### src/rtl/hwr_pkg.sv
package hwr_pkg;
  localparam int unsigned REG_SEL_W = 2;

  typedef enum logic [REG_SEL_W-1:0] {
    SEL_BASE = 2'd0,
    SEL_MASK = 2'd1,
    SEL_CTRL = 2'd2,
    SEL_MODE = 2'd3
  } reg_sel_e;

  localparam int unsigned NUM_REGS = 4;
endpackage

### src/rtl/hwr_cfg_regs.sv
module hwr_cfg_regs
  import hwr_pkg::*;
#(
  parameter int unsigned AW = 32
) (
  input  logic                 clk,
  input  logic                 rst,
  input  logic                 wr_en,
  input  logic [REG_SEL_W-1:0] wr_sel,
  input  logic [AW-1:0]        wr_data,
  output logic [AW-1:0]        base_q,
  output logic [AW-1:0]        mask_q,
  output logic [AW-1:0]        ctrl_q
);
  logic [AW-1:0] cfg_q [3];

  for (genvar g = 0; g < 3; g++) begin : g_cfg
    always_ff @(posedge clk) begin
      if (rst) begin
        cfg_q[g] <= '0;
      end else if (wr_en && (wr_sel == REG_SEL_W'(g))) begin
        cfg_q[g] <= wr_data;
      end
    end
  end

  assign base_q = cfg_q[SEL_BASE];
  assign mask_q = cfg_q[SEL_MASK];
  assign ctrl_q = cfg_q[SEL_CTRL];
endmodule

### src/rtl/hwr_mode_stat.sv
module hwr_mode_stat
  import hwr_pkg::*;
#(
  parameter int unsigned AW     = 32,
  parameter int unsigned SW_BIT = 17
) (
  input  logic          clk,
  input  logic          rst,
  input  logic          wr_mode,
  input  logic [AW-1:0] wr_data,
  input  logic [AW-1:0] evt_i,
  output logic [AW-1:0] mode_q
);
  logic unused_sw_evt;
  assign unused_sw_evt = evt_i[SW_BIT];

  for (genvar b = 0; b < AW; b++) begin : g_bit
    if (b == SW_BIT) begin : g_switch
      always_ff @(posedge clk) begin
        if (rst)          mode_q[b] <= 1'b0;
        else if (wr_mode) mode_q[b] <= wr_data[b];
      end
    end else begin : g_flag
      logic clr;
      assign clr = wr_mode & wr_data[b];
      always_ff @(posedge clk) begin
        if (rst)           mode_q[b] <= 1'b0;
        else if (evt_i[b]) mode_q[b] <= 1'b1;
        else if (clr)      mode_q[b] <= 1'b0;
      end
    end
  end
endmodule

### src/rtl/hwr_xlate.sv
module hwr_xlate #(
  parameter int unsigned AW        = 32,
  parameter int unsigned EN_FW_BIT = 10,
  parameter int unsigned EN_HL_BIT = 8
) (
  input  logic [AW-1:0] host_addr,
  input  logic [AW-1:0] base_q,
  input  logic [AW-1:0] mask_q,
  input  logic [AW-1:0] ctrl_q,
  output logic          hit,
  output logic [AW-1:0] local_addr
);
  localparam int unsigned HW = AW / 2;

  logic [HW-1:0] host_hi, repl_m, keep_m, loc_base, win_base, new_hi;
  logic          enabled, match;
  logic [AW-1:0] ctrl_rest;
  logic          unused_ctrl;

  assign host_hi  = host_addr[AW-1:HW];
  assign repl_m   = mask_q[AW-1:HW];
  assign keep_m   = mask_q[HW-1:0];
  assign loc_base = base_q[AW-1:HW];
  assign win_base = base_q[HW-1:0];

  always_comb begin
    ctrl_rest = ctrl_q;
    ctrl_rest[EN_FW_BIT] = 1'b0;
    ctrl_rest[EN_HL_BIT] = 1'b0;
  end
  assign unused_ctrl = |ctrl_rest;

  assign enabled = ctrl_q[EN_FW_BIT] & ctrl_q[EN_HL_BIT];
  assign match   = (host_hi & repl_m) == (win_base & repl_m);
  assign new_hi  = (host_hi & keep_m) | (loc_base & repl_m);
  assign hit     = enabled & match;

  always_comb begin
    if (hit) local_addr = {new_hi, host_addr[HW-1:0]};
    else     local_addr = '0;
  end
endmodule

### src/rtl/hwin_remap.sv
module hwin_remap
  import hwr_pkg::*;
#(
  parameter int unsigned AW        = 32,
  parameter int unsigned EN_FW_BIT = 10,
  parameter int unsigned EN_HL_BIT = 8,
  parameter int unsigned SW_BIT    = 17
) (
  input  logic                 clk,
  input  logic                 rst,
  input  logic                 wr_en,
  input  logic [REG_SEL_W-1:0] wr_sel,
  input  logic [AW-1:0]        wr_data,
  input  logic                 rd_en,
  input  logic [REG_SEL_W-1:0] rd_sel,
  output logic [AW-1:0]        rd_data,
  input  logic [AW-1:0]        evt_i,
  input  logic [AW-1:0]        host_addr,
  output logic                 hit,
  output logic [AW-1:0]        local_addr
);
  logic [AW-1:0] base_q, mask_q, ctrl_q, mode_q;
  logic          wr_mode;
  logic [AW-1:0] rd_mux;

  assign wr_mode = wr_en && (wr_sel == SEL_MODE);

  hwr_cfg_regs #(.AW(AW)) u_cfg (
    .clk(clk), .rst(rst), .wr_en(wr_en), .wr_sel(wr_sel), .wr_data(wr_data),
    .base_q(base_q), .mask_q(mask_q), .ctrl_q(ctrl_q)
  );

  hwr_mode_stat #(.AW(AW), .SW_BIT(SW_BIT)) u_mode (
    .clk(clk), .rst(rst), .wr_mode(wr_mode), .wr_data(wr_data),
    .evt_i(evt_i), .mode_q(mode_q)
  );

  hwr_xlate #(.AW(AW), .EN_FW_BIT(EN_FW_BIT), .EN_HL_BIT(EN_HL_BIT)) u_xl (
    .host_addr(host_addr), .base_q(base_q), .mask_q(mask_q), .ctrl_q(ctrl_q),
    .hit(hit), .local_addr(local_addr)
  );

  always_comb begin
    unique case (rd_sel)
      SEL_BASE: rd_mux = base_q;
      SEL_MASK: rd_mux = mask_q;
      SEL_CTRL: rd_mux = ctrl_q;
      default:  rd_mux = mode_q;
    endcase
  end

  always_ff @(posedge clk) begin
    if (rst)        rd_data <= '0;
    else if (rd_en) rd_data <= rd_mux;
  end
endmodule

### config.mk
export PLATFORM = sky130hd
export DESIGN_NAME = hwin_remap
export DESIGN_NICKNAME = d
export VERILOG_FILES = /design/src/rtl/hwr_pkg.sv /design/src/rtl/hwr_cfg_regs.sv /design/src/rtl/hwr_mode_stat.sv /design/src/rtl/hwr_xlate.sv /design/src/rtl/hwin_remap.sv
export SDC_FILE = /design/constraint.sdc
export NUM_CORES = 1
export LEC_CHECK = 0
export ABC_AREA = 1
export BUFFER_PORTS_ARGS = -buffer_cell sky130_fd_sc_hd__buf_2
export CAP_MARGIN = 20
export CORE_ASPECT_RATIO = 0.75
export CORE_UTILIZATION = 35
export DETAILED_ROUTE_END_ITERATION = 10
export GPL_ROUTABILITY_DRIVEN = 0
export PLACE_DENSITY_LB_ADDON = 0.12
export SLEW_MARGIN = 20
export SYNTH_ARGS = -nofsm -noshare
export SYNTH_HDL_FRONTEND = slang
export SYNTH_HIERARCHICAL = 1
export SYNTH_SLANG_ARGS = --single-unit
### constraint.sdc
create_clock -name clk -period 3.9 [get_ports clk]
set_input_delay 0.78 -clock clk [delete_from_list [all_inputs] [get_ports clk]]
set_output_delay 0.78 -clock clk [all_outputs]
set_load 0.01 [all_outputs]
-- Word level (Yosys, flattened, before mapping)
Memories as Yosys holds them, arrays and structs flattened.
Cells that the tools add are included.
Widths: inputs -> output; s select.
- flip-flop bits (word level): 64
- bits in writable memories: 96
- bits of input ports: 104
- output and inout bits: 65
- logic and storage cells: 196
- memories kept: 1
- memories (memory ; words ; width ; read ports ; clocked after memory_dff ; wr ports ; RTL line ; text):
    u_cfg.cfg_q ; 3 ; 32 ; 3 ; 0 ; 3 ; hwr_cfg_regs.sv:15 ; logic [AW-1:0] cfg_q [3];
- equality and inequality tests: 6
- muxes and demuxes: 78
- bitwise gates (word level): 41
- reductions and logical operators: 37
- operator list (kind ; number):
    $mux 32 ; 4
    $pmux 32 s3 ; 1
    $mux 1 ; 73
    $and 16x16->16 ; 4
    $reduce_bool 2->1 ; 31
    $and 1x1->1 ; 33
    $eq 16x16->1 ; 1
    $or 16x16->16 ; 1
    $eq 2x2->1 const B ; 3
    $eq 2x1->1 const B ; 2
    $logic_and 1x1->1 ; 4
    $logic_not 2->1 ; 2
    $or 1x1->1 ; 3

-- Longest topological paths before layout
Gate-level depths: netlist of the first run.
- depth after elaboration: 6
- gate-level depth with buffers: 8
- gate-level depth less buffers: 7

-- Cells and area by module
Netlist of the first run, hierarchy kept.
- modules (own cells, without submodules) (module ; instances ; cells each ; area each (sq um) ; sequential area each (sq um)):
    hwr_cfg_regs ; 1 ; 249 ; 3510.9 ; 2882.8
    hwin_remap ; 1 ; 345 ; 2064.5 ; 640.6
    hwr_mode_stat ; 1 ; 167 ; 1448.9 ; 640.6
    hwr_xlate ; 1 ; 175 ; 1002.2 ; 0.0

-- Worst setup path before layout of the first run
No wires, ideal clock.
- kind: input-to-reg
- start point: in wr_en
- end point: mem u_cfg.cfg_q[2][0], enable pin
- setup time: 0.466 ns
- data arrival time: 3.121 ns
- data required time: 3.434 ns
- slack: 0.313 ns
- cell stages on the path: 2
- buffers on the path: 0
- path through: nand2_1 -> o21ai_0
- RTL lines (what ; RTL line ; text):
    start, declared ; hwin_remap.sv:11 ; input logic wr_en,
    end, declared ; hwr_cfg_regs.sv:15 ;

==> qor.yml, run 1 <==
syn_area_per_cell_um2: 8.58
fin_util_pct: 43.2
cts_resized: 0
pre_cts_ws_ns: 0.631
grt_pass1_wl_mm: 36.1
crit_buf_inv: 2
post_cts_buffers: 0
vias: 6660
worstMarginPinSlew_ns: 1.10
cts_buffers: 17
reg2regPathDepth: 4
cp.arrival_ns: 2.52
syn-cell-area_um2: 8030
cts_buffer_depth: 2
postSynth.asyncResetShare_pct: 0
synth_cell_types: 28
drc: 0
ys.warnings.count: 6
yosysSeqAreaShare_pct: 51.9
r2r_start: "u_cfg/cfg_q[1][28]"
crit_path_cell_trace: "nand3_1, nand2_1, nor2_1, nand3_4, buf_4, nor3_2, buf_2"
yosys.area.top_type: "edfxtp_1"
fillCellCount: 2310
peakVddDrop_v: 0.000273
cp_slowest_cell: "edfxtp_1"
synth_edf_count: 96
use_met3_pct: 4.88
final_cell_area_um2: 9620
dp_hpwl_mm: 15.4
max_freq_ghz: 0.303
outcome: "completed"
core_area_um2: 22300
startpoint: "u_cfg/cfg_q[1][28]"
critPathKind: "reg -> out"
netlist_instances: 936
min_from: "u_mode/mode_q[8]"
die-area_um2: 23500
path_clk_slew_ns: 0.07
postSynthNetCount: 1040
finalCritPeriodShare_pct: 84.6
gr-usage-met2_pct: 31.0
synth.most_common_cell: "nand2_1"
yosys-top-cells-count: "nand2_1 (153), inv_1 (123), nor2_1 (122)"
synth-seq-cells: 160
required_ns: 3.12
viasPerCell: 4.79
numClockSinks: 160
syn_to_final_growth_pct: 19.8
hold_buffers: 0
hold_violations: 0
portBuffers: 167
firstDrtPassIters: 5
cts_root_buffer: "clkbuf_16"
slew_viol_final: 0
insertion_delay_ns: 0.43
max-cap-violations: 0
synth_flop_cell: "edfxtp_1"
track_usage_pct: 20.6
critPathMaxStageDelay_ns: 0.50
finalSetupTns_ns: 0
diodes: 0
wl_per_cell_um: 17.1
antenna_found_initial: 0
powerDensity_nw_per_um2: 432
cts_tree: "built"
power.leakage_nw: 4.31
grt_pass1_vias: 6408
r2r_end: "rd_data[28]"
setup_violations: 0
drtIter0Drc: 417
final.min_clock_period_ns: 3.30
die_h_um: 133
hold_path.class: "reg -> reg"
h-tree-depth: 4
ant_nets: 0
worst_slack_ns: 0.600
busiest_layer: "met2"
path_max_fanout: 27
ios: 169
use_met1_pct: 29.9
grt_max_degree: 43
end_kind: "primary output"
holdPathStages: 2
crit_family: "simple AND/OR/NAND/NOR gates"
nets: 1189
yosys-top-cells-area: "edfxtp_1 (36%), dfxtp_1 (16%), nand2_1 (7.2%)"
grt_overflow: 0
row_count: 47
drt-total-wl_mm: 23.8
reg2reg_slack_ns: 2.82
relSlewSlack_pct: 26.4
initial_core_util_pct: 36.0
critPathLaunchType: "flip-flop"
whs_endpoint: "u_mode/mode_q[8]"
drive_gt1_share_pct: 29.1
rsz0062_at_grt: "false"
fp.dieW_um: 177
skew_ns: 0.0108
netlist.area_leader.share_pct: 35.9
placed_area_um2: 9040
## cells by family after synthesis
| logic type | Yosys count | share of synthesized area [%] |
|---|---|---|
| AOI/OAI and AO/OA | 126 | 10.0 |
| buffers and inverters | 180 | 10.1 |
| DFF | 160 | 51.9 |
| and+or+nand+nor | 470 | 28.0 |
## cell usage in the layout (no fill, tap or decap), drive strengths merged
| cell type | count |
|---|---|
| nand2 | 190 |
| clkbuf | 23 |
| nor3 | 64 |
| nor2 | 123 |
| nand3 | 80 |
| and3 | 1 |
| dfxtp | 64 |
| o21ai | 44 |
| buf | 185 |
| inv | 128 |
| a21oi | 66 |
| clkinvlp | 2 |
| clkinv | 1 |
| a22o | 16 |
| bufinv | 1 |
| or2 | 12 |
| edfxtp | 96 |
## report_power, final
part	leakage (nW)	internal [mW]	switching [mW]
sequential	1.48	1.92	0.0701
clock	0.283	0.984	0.684
combinational	2.55	0.173	0.331
total	4.31	3.08	1.08
## per-stage QoR
| step | hold WS [ns] | power [mW] | std cells |
|---|---|---|---|
| CTS | 0.463 | 4.20 | 1390 |
| finish | 0.461 | 4.16 | 1390 |
| global route | 0.473 | 4.32 | 1390 |
| detailed placement | 0.451 | 2.53 | 1360 |
| global placement | 0.444 | 2.53 | 1360 |
| floorplan | 0.428 | 2.32 | 936 |
## worst max path at each step
| stage | end | slack (ns) | depth (start not counted) |
|---|---|---|---|
| global route | local_addr[15] | 0.49 | 7 |
| CTS | local_addr[12] | 0.62 | 7 |
| floorplan | u_cfg/cfg_q[2][0] | 0.31 | 2 |
| detailed placement | local_addr[12] | 0.63 | 7 |
| global placement | local_addr[9] | 0.66 | 7 |
| finish | local_addr[12] | 0.60 | 7 |
## layout make-up
type	instances	area (µm²)	area share, %
clock buffers	23	510	5.31
clock inverters	7	71.3	0.741
inverters	125	469	4.88
multi-input cells	596	3060	31.8
flip-flops and latches	160	4160	43.3
well taps	294	368	3.82
repair buffers	185	973	10.1
## worst register-to-register path: stages (launching register included)
cell and delay (ns):
edfxtp_1 0.50, nand3_1 0.13, nand3_1 0.15, nand2_1 0.11, a21oi_1 0.06
## layer usage
| metal | vias up | part of all wire, % |
|---|---|---|
| met1 | 3128 | 51 |
| met2 | 194 | 43 |
| met5 | - | 0 |
| li1 | 3326 | - |
| met4 | 0 | 0.72 |
| met3 | 12 | 6.1 |
## registers in the layout (all words and copies together) (netlist names)
signal / flops
rd_data: 32
u_cfg/cfg_q: 96
u_mode/mode_q: 32
Note: power is estimated with default switching activity, not from simulation.
==> run 2, diff against run 1 <==
--- a/config.mk
+++ b/config.mk
@@ -5,7 +5,7 @@
 export SDC_FILE = /design/constraint.sdc
 export NUM_CORES = 1
 export LEC_CHECK = 0
-export ABC_AREA = 1
+export ABC_AREA = 0
 export BUFFER_PORTS_ARGS = -buffer_cell sky130_fd_sc_hd__buf_2
 export CAP_MARGIN = 20
 export CORE_ASPECT_RATIO = 0.75
==> constraint.sdc (replaced) <==
create_clock -name clk -period 2.8 [get_ports clk]
set_input_delay 0.56 -clock clk [delete_from_list [all_inputs] [get_ports clk]]
set_output_delay 0.56 -clock clk [all_outputs]
set_load 0.01 [all_outputs]
==> run 2 against run 1 <==
Effect of this change:
- the run now ends with negative setup slack left
- die area is 0.20% higher
- global-route usage is 0.18 points lower
- core utilization up 2.1 points
- via count down 10%
- critical path type unchanged
- clock power increased by 33%
- worst hold slack worse by 0.11 ns
- synthesized cell count fell by 29%
- register-to-register slack lost 1.2 ns
==> qor.yml, run 2 <==
wl_met1_mm: 10.8  # was 12.0 mm
die-area_um2: 23600  # was 23500 µm²
die_h_um: 133  # about the same
required_ns: 2.24  # was 3.12 ns
final.min_clock_period_ns: 2.86
netlist.area_leader.share_pct: 35.8  # was 35.9%
crit_path_cell_trace: "xor2_1, a222oi_1, nand3_2, buf_4, buf_6, nor4_4, buf_2"  # was nand3_1, nand2_1, nor2_1, nand3_4, buf_4, nor3_2, buf_2
yosysSeqAreaShare_pct: 51.8  # was 51.9%
hold_path.class: "in -> reg"  # was reg -> reg
finalCritPeriodShare_pct: 102
numClockSinks: 160  # unchanged
yosys-top-cells-area: "edfxtp_1 (36%), dfxtp_1 (16%), mux2i_1 (8.1%)"  # was edfxtp_1 (36%), dfxtp_1 (16%), nand2_1 (7.2%)
largestRegisters: "u_cfg/cfg_q x96, rd_data x32, u_mode/mode_q x32"  # unchanged
powerDensity_nw_per_um2: 586  # was 432 nW/µm²
track_usage_pct: 20.4  # was 20.6%
power.leakage_nw: 4.09  # was 4.31 nW
cts_root_buffer: "clkbuf_16"  # unchanged
rsz0062_at_grt: "true"  # was false
insertion_delay_ns: 0.42  # was 0.43 ns
syn-cell-area_um2: 8040  # was 8030 µm²
nets: 938  # was 1189
outcome: "finished, violations left"  # was completed
cts_buffer_depth: 2  # unchanged
portBuffers: 167  # unchanged
end_kind: "primary output"  # unchanged
synth_cell_types: 35  # was 28
syn_area_per_cell_um2: 12.0  # was 8.58 µm²
synth_flop_cell: "edfxtp_1"  # unchanged
postSynth.asyncResetShare_pct: 0  # unchanged
core_area_um2: 22300  # unchanged
initial_core_util_pct: 36.1  # was 36.0%
cts_tree: "built"  # unchanged
path_clk_slew_ns: 0.06  # was 0.07 ns
firstDrtPassIters: 5  # unchanged
violations: "negative setup slack"
viasPerCell: 5.24  # was 4.79
largest_reg_flops: 96  # unchanged
syn_to_final_growth_pct: 25.3  # was 19.8%
relSlewSlack_pct: 60.8  # was 26.4%
h-tree-depth: 4  # unchanged
fillCellCount: 2074  # was 2310
pre_cts_ws_ns: -0.0234  # was 0.631 ns
cts_buffers: 17  # unchanged
drtIter0Drc: 390  # was 417
yosys.area.top_type: "edfxtp_1"  # unchanged
max-cap-violations: 0  # unchanged
fin_util_pct: 45.2  # was 43.2%
skew_ns: 0.00836  # was 0.0108 ns
worst_slack_ns: -0.0570  # was 0.600 ns
antenna_found_initial: 0  # unchanged
final_common_cell: "buf_2"  # unchanged
critPathMaxStageDelay_ns: 0.45  # was 0.50 ns
regMostFlops: "u_cfg/cfg_q"  # unchanged
synth.most_common_cell: "nor2_1"  # was nand2_1
grt_max_degree: 38  # was 43
row_count: 47  # unchanged
wl_per_cell_um: 20.7  # was 17.1 µm
grt_pass1_vias: 6027  # was 6408
routed-wl-met2_mm: 11.0  # was 10.2 mm
cp_slowest_cell: "a222oi_1"  # was edfxtp_1
final_cells: 1141  # was 1390
worstMarginPinSlew_ns: 0.572  # was 1.10 ns
critPathLaunchType: "flip-flop"  # unchanged
drc: 0  # unchanged
peakVddDrop_v: 0.000353  # was 0.000273 V
vias: 5975  # was 6660
ys.warnings.count: 6  # unchanged
drt-total-wl_mm: 23.7  # was 23.8 mm
layout_common_cells: "buf_2 (165), nor2_1 (98), edfxtp_1 (96), mux2i_1 (65), dfxtp_1 (64)"  # was buf_2 (166), nand2_1 (153), inv_1 (123), nor2_1 (122), edfxtp_1 (96)
highest_layer: "met4"  # unchanged
synth_edf_count: 96  # unchanged
path_max_fanout: 3  # was 27
grt_overflow: 0  # unchanged
setup_violations: 22  # was 0
cp.arrival_ns: 2.30  # was 2.52 ns
critPathKind: "reg -> out"  # unchanged
synth-seq-cells: 160  # unchanged
p_total_mw: 5.91  # was 4.16 mW
max_freq_ghz: 0.350
diodes: 0  # unchanged
yosys-top-cells-count: "nor2_1 (98), edfxtp_1 (96), mux2i_1 (65)"  # was nand2_1 (153), inv_1 (123), nor2_1 (122)
grt_pass1_wl_mm: 35.5  # was 36.1 mm
ios: 169  # unchanged
slew_viol_final: 0  # unchanged
drive_gt1_share_pct: 45.5  # was 29.1%
hold_violations: 0  # unchanged
fp.dieW_um: 177  # about the same
dp.cells: 1105  # was 1360
ant_nets: 0  # unchanged
wl_met3_mm: 1.42  # was 1.44 mm
netlist_instances: 669  # was 936
dp_hpwl_mm: 16.7  # was 15.4 mm
postSynthNetCount: 773  # was 1040
-- run 2: changes by cell type after synthesis, moves of 32 or more --
cell,delta
nand3_1,-78
mux2i_1,+65
nand2_2,-37
or3b_2,+32
inv_1,-91
nand2_1,-136
o21ai_0,-44
a21oi_1,-35
nand3b_1,+33
-- run 2: metrics by stage --
| step | TNS [ns] | instance area, µm² | hold WS [ns] |
|---|---|---|---|
| after floorplan | 0 | 8050 | 0.460 |
| after global placement | -0.0107 | 9130 | 0.472 |
| after detailed placement | -0.0239 | 9130 | 0.486 |
| after CTS | -1.45 | 9890 | 0.332 |
| after global routing | -3.68 | 10100 | 0.341 |
| final | -0.609 | 10100 | 0.351 |
-- run 2: path summary, 6_finish.rpt --
path / slack, ns / endpoint / from / cells past startpoint
worst max-delay path: -0.06 / local_addr[20] / u_cfg/cfg_q[0][2] / 7
worst min-delay path: 0.35 / u_mode/mode_q[15] / wr_data[15] / 2
worst max register to register: 1.60 / rd_data[15] / u_cfg/cfg_q[1][15] / 2
worst min register to register: 0.50 / u_mode/mode_q[3] / u_mode/mode_q[3] / 2
-- run 2: kinds of logic after synthesis --
logic type	count (synthesis)	synth area share, %
multiplexers	65	8.09
XOR/XNOR	16	1.74
flip-flops	160	51.8
buffers and inverters	87	6.44
AND/OR/NAND/NOR	250	18.2
AO/OA/AOI/OAI	91	13.8
-- run 2: timing repair --
action,CTS,global route
hold buffers,0,0
resized for setup,23,30
setup buffers,2,0
gates cloned,1,1
pin swaps,15,13
setup endpoints to repair,25,33
-- run 2: cell type report --
type / count / area [µm²] / area share [%]
repair buffers: 201 / 1210 / 12.0
clock buffers: 28 / 538 / 5.34
flip-flops and latches: 160 / 4160 / 41.3
clock inverters: 4 / 22.5 / 0.223
multi-input cells: 422 / 3660 / 36.3
inverters: 32 / 120 / 1.19
well taps: 294 / 368 / 3.65
-- run 2: where the power goes --
part | leakage [nW] | switching, mW | internal (mW)
clock | 0.280 | 0.910 | 1.31
sequential | 1.48 | 0.103 | 2.68
combinational | 2.34 | 0.562 | 0.351
-- run 2: critical path: cells and delay by family, from the launching register on --
kind            cells  cell delay, ns
buf+inv             3            0.49
compound gates      1            0.45
flops               1            0.41
simple gates        2            0.35
xor+xnor            1            0.18
-- run 2: metal layers --
| layer | up-vias | global-route usage, % |
|---|---|---|
| met2 | 185 | 32.8 |
| met1 | 2947 | 27.1 |
| met4 | 0 | 7.23 |
| met5 | - | 0 |
| met3 | 30 | 4.42 |
| li1 | 2813 | - |
==> run 3, diff against run 2 <==
--- a/config.mk
+++ b/config.mk
@@ -9,7 +9,8 @@
 export BUFFER_PORTS_ARGS = -buffer_cell sky130_fd_sc_hd__buf_2
 export CAP_MARGIN = 20
 export CORE_ASPECT_RATIO = 0.75
-export CORE_UTILIZATION = 35
+export CORE_UTILIZATION = 50
+export CTS_CLUSTER_DIAMETER = 40
 export DETAILED_ROUTE_END_ITERATION = 10
 export GPL_ROUTABILITY_DRIVEN = 0
 export PLACE_DENSITY_LB_ADDON = 0.12
==> run 3 against run 2 <==
Effect of this change:
- the run still ends with negative setup slack left
- critical path depth unchanged
- global-route usage grew 5.7 points
- register-to-register slack improved by 0.12 ns
- sequential share of layout area increased by 0.77 points
- largest cell class unchanged
- largest power group unchanged
- highest routed layer unchanged
==> qor.yml, run 3 (synthesis gave the netlist of run 2 again) <==
numClockSinks: 160  # unchanged
cts_tree: "built"  # unchanged
violations: "negative setup slack"  # unchanged
vias: 6028  # was 5975
crit_path_cell_trace: "xor2_1, a222oi_1, nand3_2, buf_8, clkbuf_16, nor4_4, buf_2"  # was xor2_1, a222oi_1, nand3_2, buf_4, buf_6, nor4_4, buf_2
drtIter0Drc: 472  # was 390
final_cell_area_um2: 9900  # was 10100 µm²
critPathLaunchType: "flip-flop"  # unchanged
antenna_found_initial: 0  # unchanged
grt_max_degree: 38  # unchanged
crit_family: "buffers and inverters"  # unchanged
insertion_delay_ns: 0.43  # was 0.42 ns
relSlewSlack_pct: 44.0  # was 60.8%
portBuffers: 167  # unchanged
diodes: 0  # unchanged
critPathMaxStageDelay_ns: 0.44  # was 0.45 ns
min_from: "wr_data[15]"  # unchanged
row_count: 39  # was 47
max_freq_ghz: 0.354  # was 0.350 GHz
max-cap-violations: 0  # unchanged
fp.dieW_um: 148  # was 177 µm
dp_hpwl_mm: 14.7  # was 16.7 mm
initial_core_util_pct: 52.0  # was 36.1%
cts_root_buffer: "clkbuf_16"  # unchanged
cts_buffers: 17  # unchanged
firstDrtPassIters: 5  # unchanged
track_usage_pct: 26.1  # was 20.4%
slew_viol_final: 0  # unchanged
ant_nets: 0  # unchanged
fin_util_pct: 64.0  # was 45.2%
grt_pass1_vias: 5901  # was 6027
end_kind: "primary output"  # unchanged
final.min_clock_period_ns: 2.82  # was 2.86 ns
worstMarginPinSlew_ns: 0.841  # was 0.572 ns
final_cells: 1048  # was 1141
hold_path.class: "in -> reg"  # unchanged
r2r_end: "rd_data[18]"  # was rd_data[15]
drc: 0  # unchanged
required_ns: 2.24  # about the same
wl_per_cell_um: 20.4  # was 20.7 µm
power.leakage_nw: 4.00  # was 4.09 nW
crit_buf_inv: 3  # unchanged
grt_pass1_wl_mm: 32.4  # was 35.5 mm
viasPerCell: 5.75  # was 5.24
ios: 169  # unchanged
dp.cells: 1011  # was 1105
whs_endpoint: "u_mode/mode_q[15]"  # unchanged
die_h_um: 112  # was 133 µm
outcome: "finished, violations left"  # unchanged
final_common_cell: "buf_2"  # unchanged
nets: 934  # was 938
largest_reg_flops: 96  # unchanged
worst_slack_ns: -0.0239  # was -0.0570 ns
h-tree-depth: 4  # unchanged
cts_buffer_depth: 2  # unchanged
peakVddDrop_v: 0.000451  # was 0.000353 V
drive_gt1_share_pct: 44.7  # was 45.5%
regMostFlops: "u_cfg/cfg_q"  # unchanged
largestRegisters: "u_cfg/cfg_q x96, rd_data x32, u_mode/mode_q x32"  # unchanged
grt_overflow: 0  # unchanged
core_area_um2: 15500  # was 22300 µm²
reg2regPathDepth: 2  # unchanged
powerDensity_nw_per_um2: 592  # was 586 nW/µm²
hold_violations: 0  # unchanged
die-area_um2: 16600  # was 23600 µm²
pre_cts_ws_ns: 0.116  # was -0.0234 ns
skew_ns: 0.00580  # was 0.00836 ns
reg2reg_slack_ns: 1.72  # was 1.60 ns
critPathKind: "reg -> out"  # unchanged
setup_violations: 5  # was 22
path_max_fanout: 6  # was 3
cp_slowest_cell: "a222oi_1"  # unchanged
p_total_mw: 5.86  # was 5.91 mW
holdPathStages: 2  # unchanged
layout_common_cells: "buf_2 (166), nor2_1 (98), edfxtp_1 (96), mux2i_1 (65), dfxtp_1 (64)"  # was buf_2 (165), nor2_1 (98), edfxtp_1 (96), mux2i_1 (65), dfxtp_1 (64)
rsz0062_at_grt: "true"  # unchanged
drt-total-wl_mm: 21.4  # was 23.7 mm
finalCritPeriodShare_pct: 101  # was 102%
r2r_start: "u_cfg/cfg_q[1][18]"  # was u_cfg/cfg_q[1][15]
cp.arrival_ns: 2.26  # was 2.30 ns
syn_to_final_growth_pct: 23.1  # was 25.3%
path_clk_slew_ns: 0.06  # about the same
placed_area_um2: 9000  # was 9130 µm²
run 3: changes by cell type in the layout (fill, tap and decap cells not counted), moves of 2 or more:
cell | before | now
buf_4 | 27 | 20
clkbuf_16 | 19 | 21
clkbuf_8 | 5 | 2
clkinv_1 | 0 | 2
clkinv_2 | 2 | 4
inv_4 | 2 | 0
nor3_1 | 0 | 4
nor3_2 | 10 | 12
nor3_4 | 7 | 1
nor4_2 | 0 | 2
nor4_4 | 16 | 14
run 3: metal layers:
metal	global-route usage, %	vias to the layer above	part of all wire, %
met5	0	-	0
li1	-	2807	-
met1	33.9	2968	42
met2	44.5	231	49
met4	7.49	0	1.3
met3	4.71	22	7.0
run 3: how the worst max path moves through the flow:
stage / endpoint / cells after the start / start
after floorplan: u_cfg/cfg_q[1][0] / 3 / wr_sel[1]
after global placement: local_addr[17] / 7 / host_addr[18]
after detailed placement: local_addr[30] / 7 / host_addr[18]
after CTS: local_addr[30] / 6 / u_cfg/cfg_q[0][6]
after global routing: local_addr[26] / 7 / u_cfg/cfg_q[0][2]
final: local_addr[26] / 7 / u_cfg/cfg_q[0][2]
run 3: report_power, final:
part           switching (mW)  internal [mW]
logic                   0.537          0.352
registers               0.100           2.68
clock network           0.884           1.31
run 3: metrics by stage:
stage,hold WS (ns),setup TNS (ns)
2_1_floorplan,0.460,0
3_3_place_gp,0.479,0
3_5_place_dp,0.492,0
4_1_cts,0.331,-0.0704
5_1_grt,0.339,-2.21
6_report,0.342,-0.0608
run 3: cell type report:
cell class | instances | area [µm²]
multi-input combinational | 422 | 3600
clock buffer | 25 | 497
clock inverter | 7 | 57.6
sequential | 160 | 4160
timing repair buffer | 197 | 1200
fill | 1200 | 5570
tap | 205 | 256
inverter | 32 | 120
run 3: timing repair:
action | in CTS | in global routing
buffers inserted | 0 | 1
pin swaps | 1 | 19
gates cloned | 0 | 4
hold buffers | 0 | 0
setup endpoints to repair | 8 | 27
resized for setup | 0 | 41
